File: config.mk
export PLATFORM = sky130hd
export DESIGN_NAME = core_image_loader
export DESIGN_NICKNAME = d
export VERILOG_FILES = /design/src/rtl/cil_pkg.sv /design/src/rtl/cil_seq.sv /design/src/rtl/cil_wb.sv /design/src/rtl/cil_cyc.sv /design/src/rtl/core_image_loader.sv
export SDC_FILE = /design/constraint.sdc
export NUM_CORES = 1
export LEC_CHECK = 0
export ABC_AREA = 1
export BUFFER_PORTS_ARGS = -buffer_cell sky130_fd_sc_hd__buf_2
export CORE_ASPECT_RATIO = 1.25
export CORE_MARGIN = 5
export CORE_UTILIZATION = 49
export DETAILED_ROUTE_END_ITERATION = 6
export PLACE_DENSITY = 0.81
export SETUP_SLACK_MARGIN = 0.02
export SLEW_MARGIN = 20
export SYNTH_ARGS = -nofsm -noshare
export SYNTH_HDL_FRONTEND = slang
export SYNTH_SLANG_ARGS = --single-unit
File: constraint.sdc
create_clock -name clk -period 1.9 [get_ports clk]
set_clock_uncertainty 0.05 [all_clocks]
set_input_delay 0.19 -clock clk [delete_from_list [all_inputs] [get_ports clk]]
set_output_delay 0.19 -clock clk [all_outputs]
set_load 0.02 [all_outputs]
File: src/rtl/cil_pkg.sv
package cil_pkg;

    localparam int RF_WORDS_D   = 512;
    localparam int RF_SPECIAL_D = 16;
    localparam int SLOT_COUNT_D = 8;
    localparam int WORD_W_D     = 32;
    localparam int SRC_AW_D     = 16;
    localparam int CNT_W_D      = 16;

    typedef enum logic [1:0] {
        LD_IDLE = 2'd0,
        LD_COPY = 2'd1,
        LD_GO   = 2'd2
    } ld_state_e;

    typedef struct packed {
        logic fetch;
        logic clear;
        logic final_step;
    } slot_op_t;

    // What a granted slot does for register-file step idx.
    function automatic slot_op_t decode_op(input logic grant,
                                           input int unsigned idx,
                                           input int unsigned n_load,
                                           input int unsigned n_total);
        slot_op_t op;
        op.fetch      = grant && (idx < n_load);
        op.clear      = grant && (idx >= n_load);
        op.final_step = grant && (idx == n_total - 1);
        return op;
    endfunction

endpackage

File: src/rtl/cil_seq.sv
module cil_seq
    import cil_pkg::*;
#(
    parameter int RF_WORDS   = RF_WORDS_D,
    parameter int RF_SPECIAL = RF_SPECIAL_D,
    parameter int SRC_AW     = SRC_AW_D
) (
    input  logic                        clk,
    input  logic                        rst,
    input  logic                        start_req,
    input  logic [SRC_AW-1:0]           start_addr,
    input  logic                        slot_grant,
    output ld_state_e                   state,
    output logic [$clog2(RF_WORDS)-1:0] step,
    output logic [SRC_AW-1:0]           src_addr,
    output logic                        fetch,
    output logic                        clear,
    output logic                        first_grant
);
    localparam int RF_AW      = $clog2(RF_WORDS);
    localparam int LOAD_WORDS = RF_WORDS - RF_SPECIAL;

    ld_state_e         state_q;
    logic [RF_AW-1:0]  step_q;
    logic [SRC_AW-1:0] src_q;
    slot_op_t          op;

    always_comb begin
        if (state_q == LD_COPY)
            op = decode_op(slot_grant, 32'(step_q), LOAD_WORDS, RF_WORDS);
        else
            op = '0;
    end

    always_ff @(posedge clk) begin
        if (rst) begin
            state_q <= LD_IDLE;
            step_q  <= '0;
            src_q   <= '0;
        end else begin
            case (state_q)
                LD_IDLE: begin
                    if (start_req) begin
                        state_q <= LD_COPY;
                        step_q  <= '0;
                        src_q   <= start_addr;
                    end
                end
                LD_COPY: begin
                    if (op.fetch || op.clear)
                        step_q <= step_q + 1'b1;
                    if (op.fetch)
                        src_q <= src_q + 1'b1;
                    if (op.final_step)
                        state_q <= LD_GO;
                end
                default: state_q <= LD_IDLE;
            endcase
        end
    end

    assign state       = state_q;
    assign step        = step_q;
    assign src_addr    = src_q;
    assign fetch       = op.fetch;
    assign clear       = op.clear;
    assign first_grant = (op.fetch || op.clear) && (step_q == '0);

    AST_HOLD_WITHOUT_SLOT: assert property (@(posedge clk) disable iff (rst)
        (state_q == LD_COPY && !slot_grant) |=> (state_q == LD_COPY && $stable(step_q)))
        else $error("step moved without a slot");

endmodule

File: src/rtl/cil_wb.sv
module cil_wb #(
    parameter int RF_AW  = 9,
    parameter int WORD_W = 32
) (
    input  logic              clk,
    input  logic              rst,
    input  logic              fetch,
    input  logic              clear,
    input  logic [RF_AW-1:0]  step,
    input  logic [WORD_W-1:0] rd_data,
    output logic              rf_we,
    output logic [RF_AW-1:0]  rf_waddr,
    output logic [WORD_W-1:0] rf_wdata
);
    logic             pend_q;
    logic [RF_AW-1:0] pend_idx_q;

    always_ff @(posedge clk) begin
        if (rst) begin
            pend_q     <= 1'b0;
            pend_idx_q <= '0;
        end else begin
            pend_q     <= fetch;
            pend_idx_q <= step;
        end
    end

    always_comb begin
        if (pend_q) begin
            rf_we    = 1'b1;
            rf_waddr = pend_idx_q;
            rf_wdata = rd_data;
        end else begin
            rf_we    = clear;
            rf_waddr = step;
            rf_wdata = '0;
        end
    end

    AST_NO_WRITE_CLASH: assert property (@(posedge clk) disable iff (rst)
        !(pend_q && clear))
        else $error("data write and clear in one cycle");

endmodule

File: src/rtl/cil_cyc.sv
module cil_cyc #(
    parameter int CNT_W = 16
) (
    input  logic             clk,
    input  logic             rst,
    input  logic             restart,
    input  logic             advance,
    output logic [CNT_W-1:0] cnt
);
    logic [CNT_W-1:0] cnt_q;

    always_ff @(posedge clk) begin
        if (rst)
            cnt_q <= '0;
        else if (restart)
            cnt_q <= '0;
        else if (advance)
            cnt_q <= cnt_q + 1'b1;
    end

    assign cnt = cnt_q;

endmodule

File: src/rtl/core_image_loader.sv
module core_image_loader
    import cil_pkg::*;
#(
    parameter int RF_WORDS   = RF_WORDS_D,
    parameter int RF_SPECIAL = RF_SPECIAL_D,
    parameter int SLOT_COUNT = SLOT_COUNT_D,
    parameter int WORD_W     = WORD_W_D,
    parameter int SRC_AW     = SRC_AW_D,
    parameter int CNT_W      = CNT_W_D
) (
    input  logic                        clk,
    input  logic                        rst,
    input  logic                        start_req,
    input  logic [SRC_AW-1:0]           start_addr,
    input  logic                        slot_grant,
    output logic                        mem_rd_en,
    output logic [SRC_AW-1:0]           mem_rd_addr,
    input  logic [WORD_W-1:0]           mem_rd_data,
    output logic                        rf_we,
    output logic [$clog2(RF_WORDS)-1:0] rf_waddr,
    output logic [WORD_W-1:0]           rf_wdata,
    output logic                        core_rst,
    output logic                        run,
    output logic [$clog2(RF_WORDS)-1:0] run_pc,
    output logic                        busy,
    output logic [CNT_W-1:0]            cyc_cnt
);
    localparam int RF_AW     = $clog2(RF_WORDS);
    localparam int SLOT_BITS = $clog2(SLOT_COUNT);
    localparam logic [RF_AW-1:0] ENTRY_PC = '0;
    localparam logic [RF_AW-1:0] TOP_LOC  = RF_AW'(RF_WORDS - 1);

    ld_state_e         state;
    logic [RF_AW-1:0]  step;
    logic [SRC_AW-1:0] src_addr;
    logic              fetch;
    logic              clear;
    logic              first_grant;
    logic              advance;
    logic              core_live_q;

    cil_seq #(
        .RF_WORDS   (RF_WORDS),
        .RF_SPECIAL (RF_SPECIAL),
        .SRC_AW     (SRC_AW)
    ) u_seq (
        .clk         (clk),
        .rst         (rst),
        .start_req   (start_req),
        .start_addr  (start_addr),
        .slot_grant  (slot_grant),
        .state       (state),
        .step        (step),
        .src_addr    (src_addr),
        .fetch       (fetch),
        .clear       (clear),
        .first_grant (first_grant)
    );

    cil_wb #(
        .RF_AW  (RF_AW),
        .WORD_W (WORD_W)
    ) u_wb (
        .clk      (clk),
        .rst      (rst),
        .fetch    (fetch),
        .clear    (clear),
        .step     (step),
        .rd_data  (mem_rd_data),
        .rf_we    (rf_we),
        .rf_waddr (rf_waddr),
        .rf_wdata (rf_wdata)
    );

    assign advance = ((state == LD_COPY) && (step != '0)) || (state == LD_GO);

    cil_cyc #(
        .CNT_W (CNT_W)
    ) u_cyc (
        .clk     (clk),
        .rst     (rst),
        .restart (first_grant),
        .advance (advance),
        .cnt     (cyc_cnt)
    );

    always_ff @(posedge clk) begin
        if (rst)
            core_live_q <= 1'b0;
        else if (state == LD_GO)
            core_live_q <= 1'b1;
        else if (state == LD_IDLE && start_req)
            core_live_q <= 1'b0;
    end

    assign mem_rd_en   = fetch;
    assign mem_rd_addr = src_addr;
    assign run         = (state == LD_GO);
    assign busy        = (state == LD_COPY);
    assign core_rst    = !(core_live_q || run);
    assign run_pc      = ENTRY_PC;

    AST_RUN_SINGLE: assert property (@(posedge clk) disable iff (rst)
        run |=> !run)
        else $error("run longer than one cycle");

    AST_RUN_AFTER_CLEAR: assert property (@(posedge clk) disable iff (rst)
        run |-> $past(rf_we && rf_waddr == TOP_LOC && rf_wdata == '0))
        else $error("release not preceded by top clear");

    AST_RUN_ALIGNED: assert property (@(posedge clk) disable iff (rst)
        run |-> (cyc_cnt[SLOT_BITS-1:0] == '0))
        else $error("release off the slot rotation");

    AST_BUSY_HOLDS_CORE: assert property (@(posedge clk) disable iff (rst)
        busy |-> core_rst)
        else $error("core out of reset during load");

    AST_QUIET_IDLE: assert property (@(posedge clk) disable iff (rst)
        !busy |-> !mem_rd_en)
        else $error("read outside a load");

    AST_READ_IN_SLOT: assert property (@(posedge clk) disable iff (rst)
        mem_rd_en |-> slot_grant)
        else $error("read without slot");

endmodule

==> results.ini <==
[synthesis]
synth-xor-area-share_pct = 1.842
yosys.area.top_type = dfxtp_1
netlist.area_leader.share_pct = 32.48
synth_cell_type_count = 37
synth_ff_type = dfxtp_1
yosys-top-cells-count = nand2_1 (164), inv_1 (74), nor2_1 (62), dfxtp_1 (54), a21oi_1 (40)
synth_top_family_by_area = simple AND/OR/NAND/NOR gates
synth_compound_area_share_pct = 12.78
syn-cell-area_mm2 = 0.003328
yosys-top-cells-area = dfxtp_1 (32%), nand2_1 (18%), inv_1 (8.3%)
syn_area_per_cell_um2 = 6.118
yosysWarnings = 0
yosysMostFrequentCell = nand2_1
synth-edff-count = 0
ys_ff_latch = 54
syn_inst = 544
synth_seq_area_share_pct = 32.48
synthArstFlopShare_pct = 0
synthMuxAreaShare_pct = 0
yosys.area_share.simple_pct = 37.11
synth_fa_ha_area_share_pct = 1.880

[pwr]
p_clk_share_pct = 30.6
sw_frac_of_total_pct = 29.59
sequentialPowerShare_pct = 49.6
ir_drop_mv = 0.4132
switchingPower_uw = 727.9
pwr-share-comb_pct = 19.7
p_leak_nw = 2.195
p_per_area_mw_per_mm2 = 590.7
p_total_mw = 2.460
internal-power_mw = 1.733

[clock_network]
cts_tree = built
h-tree-depth = 2
path_clk_slew_ns = 0.09
cts_hold_buf = 0
cts_buffer_depth = 2
cts_root_buffer = clkbuf_8
cts.sinks = 54
clk-insertion-delay-late_ns = 0.30
cts_buffers = 5

[critical_path]
crit_arrival_ns = 1.49
cpPeakStageDelay_ns = 0.46
cp_cell_sequence = inv_2 > nor2_4 > nand3_2 > o21bai_1 > buf_2
cp-end-kind = output pin
worstPathMaxFanout = 6
cp-start-kind = register
slowest_stage = dfxtp_1
criticalPathCategory = reg2out
cp.required_ns = 1.66

[route]
firstDrtPassIters = 5
drc = 0
wl_per_cell_um = 12.14
num_vias = 3722
ant_nets = 0
drtIter0Drc = 226
vias_per_cell = 4.897
drt_wl_total_um = 9223

[floorplanning]
initial_utilization_pct = 50.38
core_mm2 = 0.006606
die_h_um = 102.1
boundaryPins = 139
die_w_um = 83.72
dieArea_mm2 = 0.008551
rows = 33

[sta]
period_minus_slack_ns = 1.734
max_freq_ghz = 0.5766
grt_setup_unrepaired = false
report.final.slew_viol_count = 0
hold_viol = 0
hold_slack_ns = 0.09568
period_share_pct = 91.28
setup_viol = 0
fin_tns_setup_ns = 0

[placement]
hpwl_um = 7175
place_area_mm2 = 0.004026
place_congestion = 0.9023
portBuffers = 129

[global_route]
grt-ovfl-total = 0
grt_pass1_vias = 3480
grt_max_degree = 33
antenna_found_initial = 0
grt_pass1_wl_um = 15110
grt_usage_pct = 20.67

[outcome]
status = complete, no violations

[worst_hold_path]
hp-class = in2reg

[run]
cap_violations = 0

[final_layout]
area_growth_pct = 25.15
num_antenna_cells = 0
nFillCells = 651
stdcell_area_mm2 = 0.004165
multi_input_area_mm2 = 0.001826
register_area_mm2 = 0.001081
fin_nets = 729
drive_above_1_share_pct = 25.11

critical path, delay by kind of cell, from the launching register on:
kind	cells	cell delay [ns]
flip-flops	1	0.46
buffers and inverters	2	0.29
AND/OR/NAND/NOR	2	0.26
AO/OA/AOI/OAI	1	0.18
layout make-up:
cell class | instances | area share [%]
clock buffer | 5 | 1.652
clock inverter | 3 | 0.9613
inverter | 79 | 7.239
multi-input combinational | 391 | 43.83
sequential | 54 | 25.95
tap | 87 | 2.613
timing repair buffer | 141 | 17.75
timing repair:
action	in CTS	in global routing
endpoints found under the setup margin	0	4
setup buffers	0	2
resized for setup	0	3
routing by layer:
layer / track usage, % / vias to the layer above / share of wire [%]
li1: - / 1935 / -
met1: 24.46 / 1660 / 41
met2: 38.21 / 117 / 52
met3: 4.355 / 10 / 6.3
met4: 5.322 / 0 / 0.98
met5: 0 / - / 0
cell families (layout without fill, tap and decap cells):
| group | after synthesis | in the layout |
|---|---|---|
| flip-flops | 54 | 54 |
| AND/OR/NAND/NOR | 290 | 290 |
| buffers and inverters | 107 | 228 |
| AO/OA/AOI/OAI | 80 | 80 |
| adder cells (fa/ha/maj) | 5 | 5 |
| other | 1 | 9 |
| XOR/XNOR | 7 | 7 |
stage by stage:
| step | utilization (%) | cells | setup WS, ns |
|---|---|---|---|
| final | 63.05 | 760 | 0.1656 |
| after global routing | 63.05 | 760 | 0.02746 |
| after CTS | 62.59 | 758 | 0.1339 |
| after detailed placement | 60.95 | 750 | 0.1543 |
| after global placement | 60.95 | 750 | 0.2501 |
| after floorplan | - | 552 | 0.2961 |
power groups by stage:
stage	Clock (mW)	Sequential (mW)	Combinational, mW
after floorplan	0	1.28	0.286
after global placement	0	1.24	0.466
after detailed placement	0	1.25	0.477
after CTS	0.773	1.22	0.479
after global routing	0.821	1.23	0.540
final	0.754	1.22	0.486
flip-flops by register name (all words and copies together), names as in the netlist:
| register | flops |
|---|---|
| core_live_q | 1 |
| u_wb.pend_idx_q | 9 |
| u_wb.pend_q | 1 |
| u_seq.src_addr | 16 |
| u_cyc.cnt | 16 |
| u_seq.state | 2 |
| u_seq.step | 9 |
placed cells by master, fill, tap and decap left out, types with 5 or more instances in the layout:
cell type | Yosys | routed
nand2_1 | 164 | 164
o21ai_0 | 28 | 28
nor3_1 | 7 | 7
nor2_1 | 62 | 62
clkbuf_8 | 0 | 5
dfxtp_1 | 54 | 54
inv_1 | 74 | 73
conb_1 | 1 | 9
nand4_1 | 7 | 7
a21oi_1 | 40 | 40
xor2_1 | 6 | 6
buf_2 | 6 | 129
nand3_1 | 34 | 34
buf_4 | 11 | 11
ha_1 | 5 | 5
final timing paths:
kind | end | startpoint | depth (start not counted) | slack, ns
worst min-delay path | u_seq.state[1]$_SDFFE_PP0P_ | slot_grant | 3 | 0.1
worst max register to register | u_seq.src_addr[10]$_SDFFE_PP0P_ | u_seq.src_addr[0]$_SDFFE_PP0P_ | 8 | 0.19
worst min register to register | core_live_q$_SDFFE_PP0P_ | core_live_q$_SDFFE_PP0P_ | 2 | 0.43
worst max-delay path | rf_we | u_seq.step[4]$_SDFFE_PP0P_ | 5 | 0.17
(Power assumes the default switching activity.)
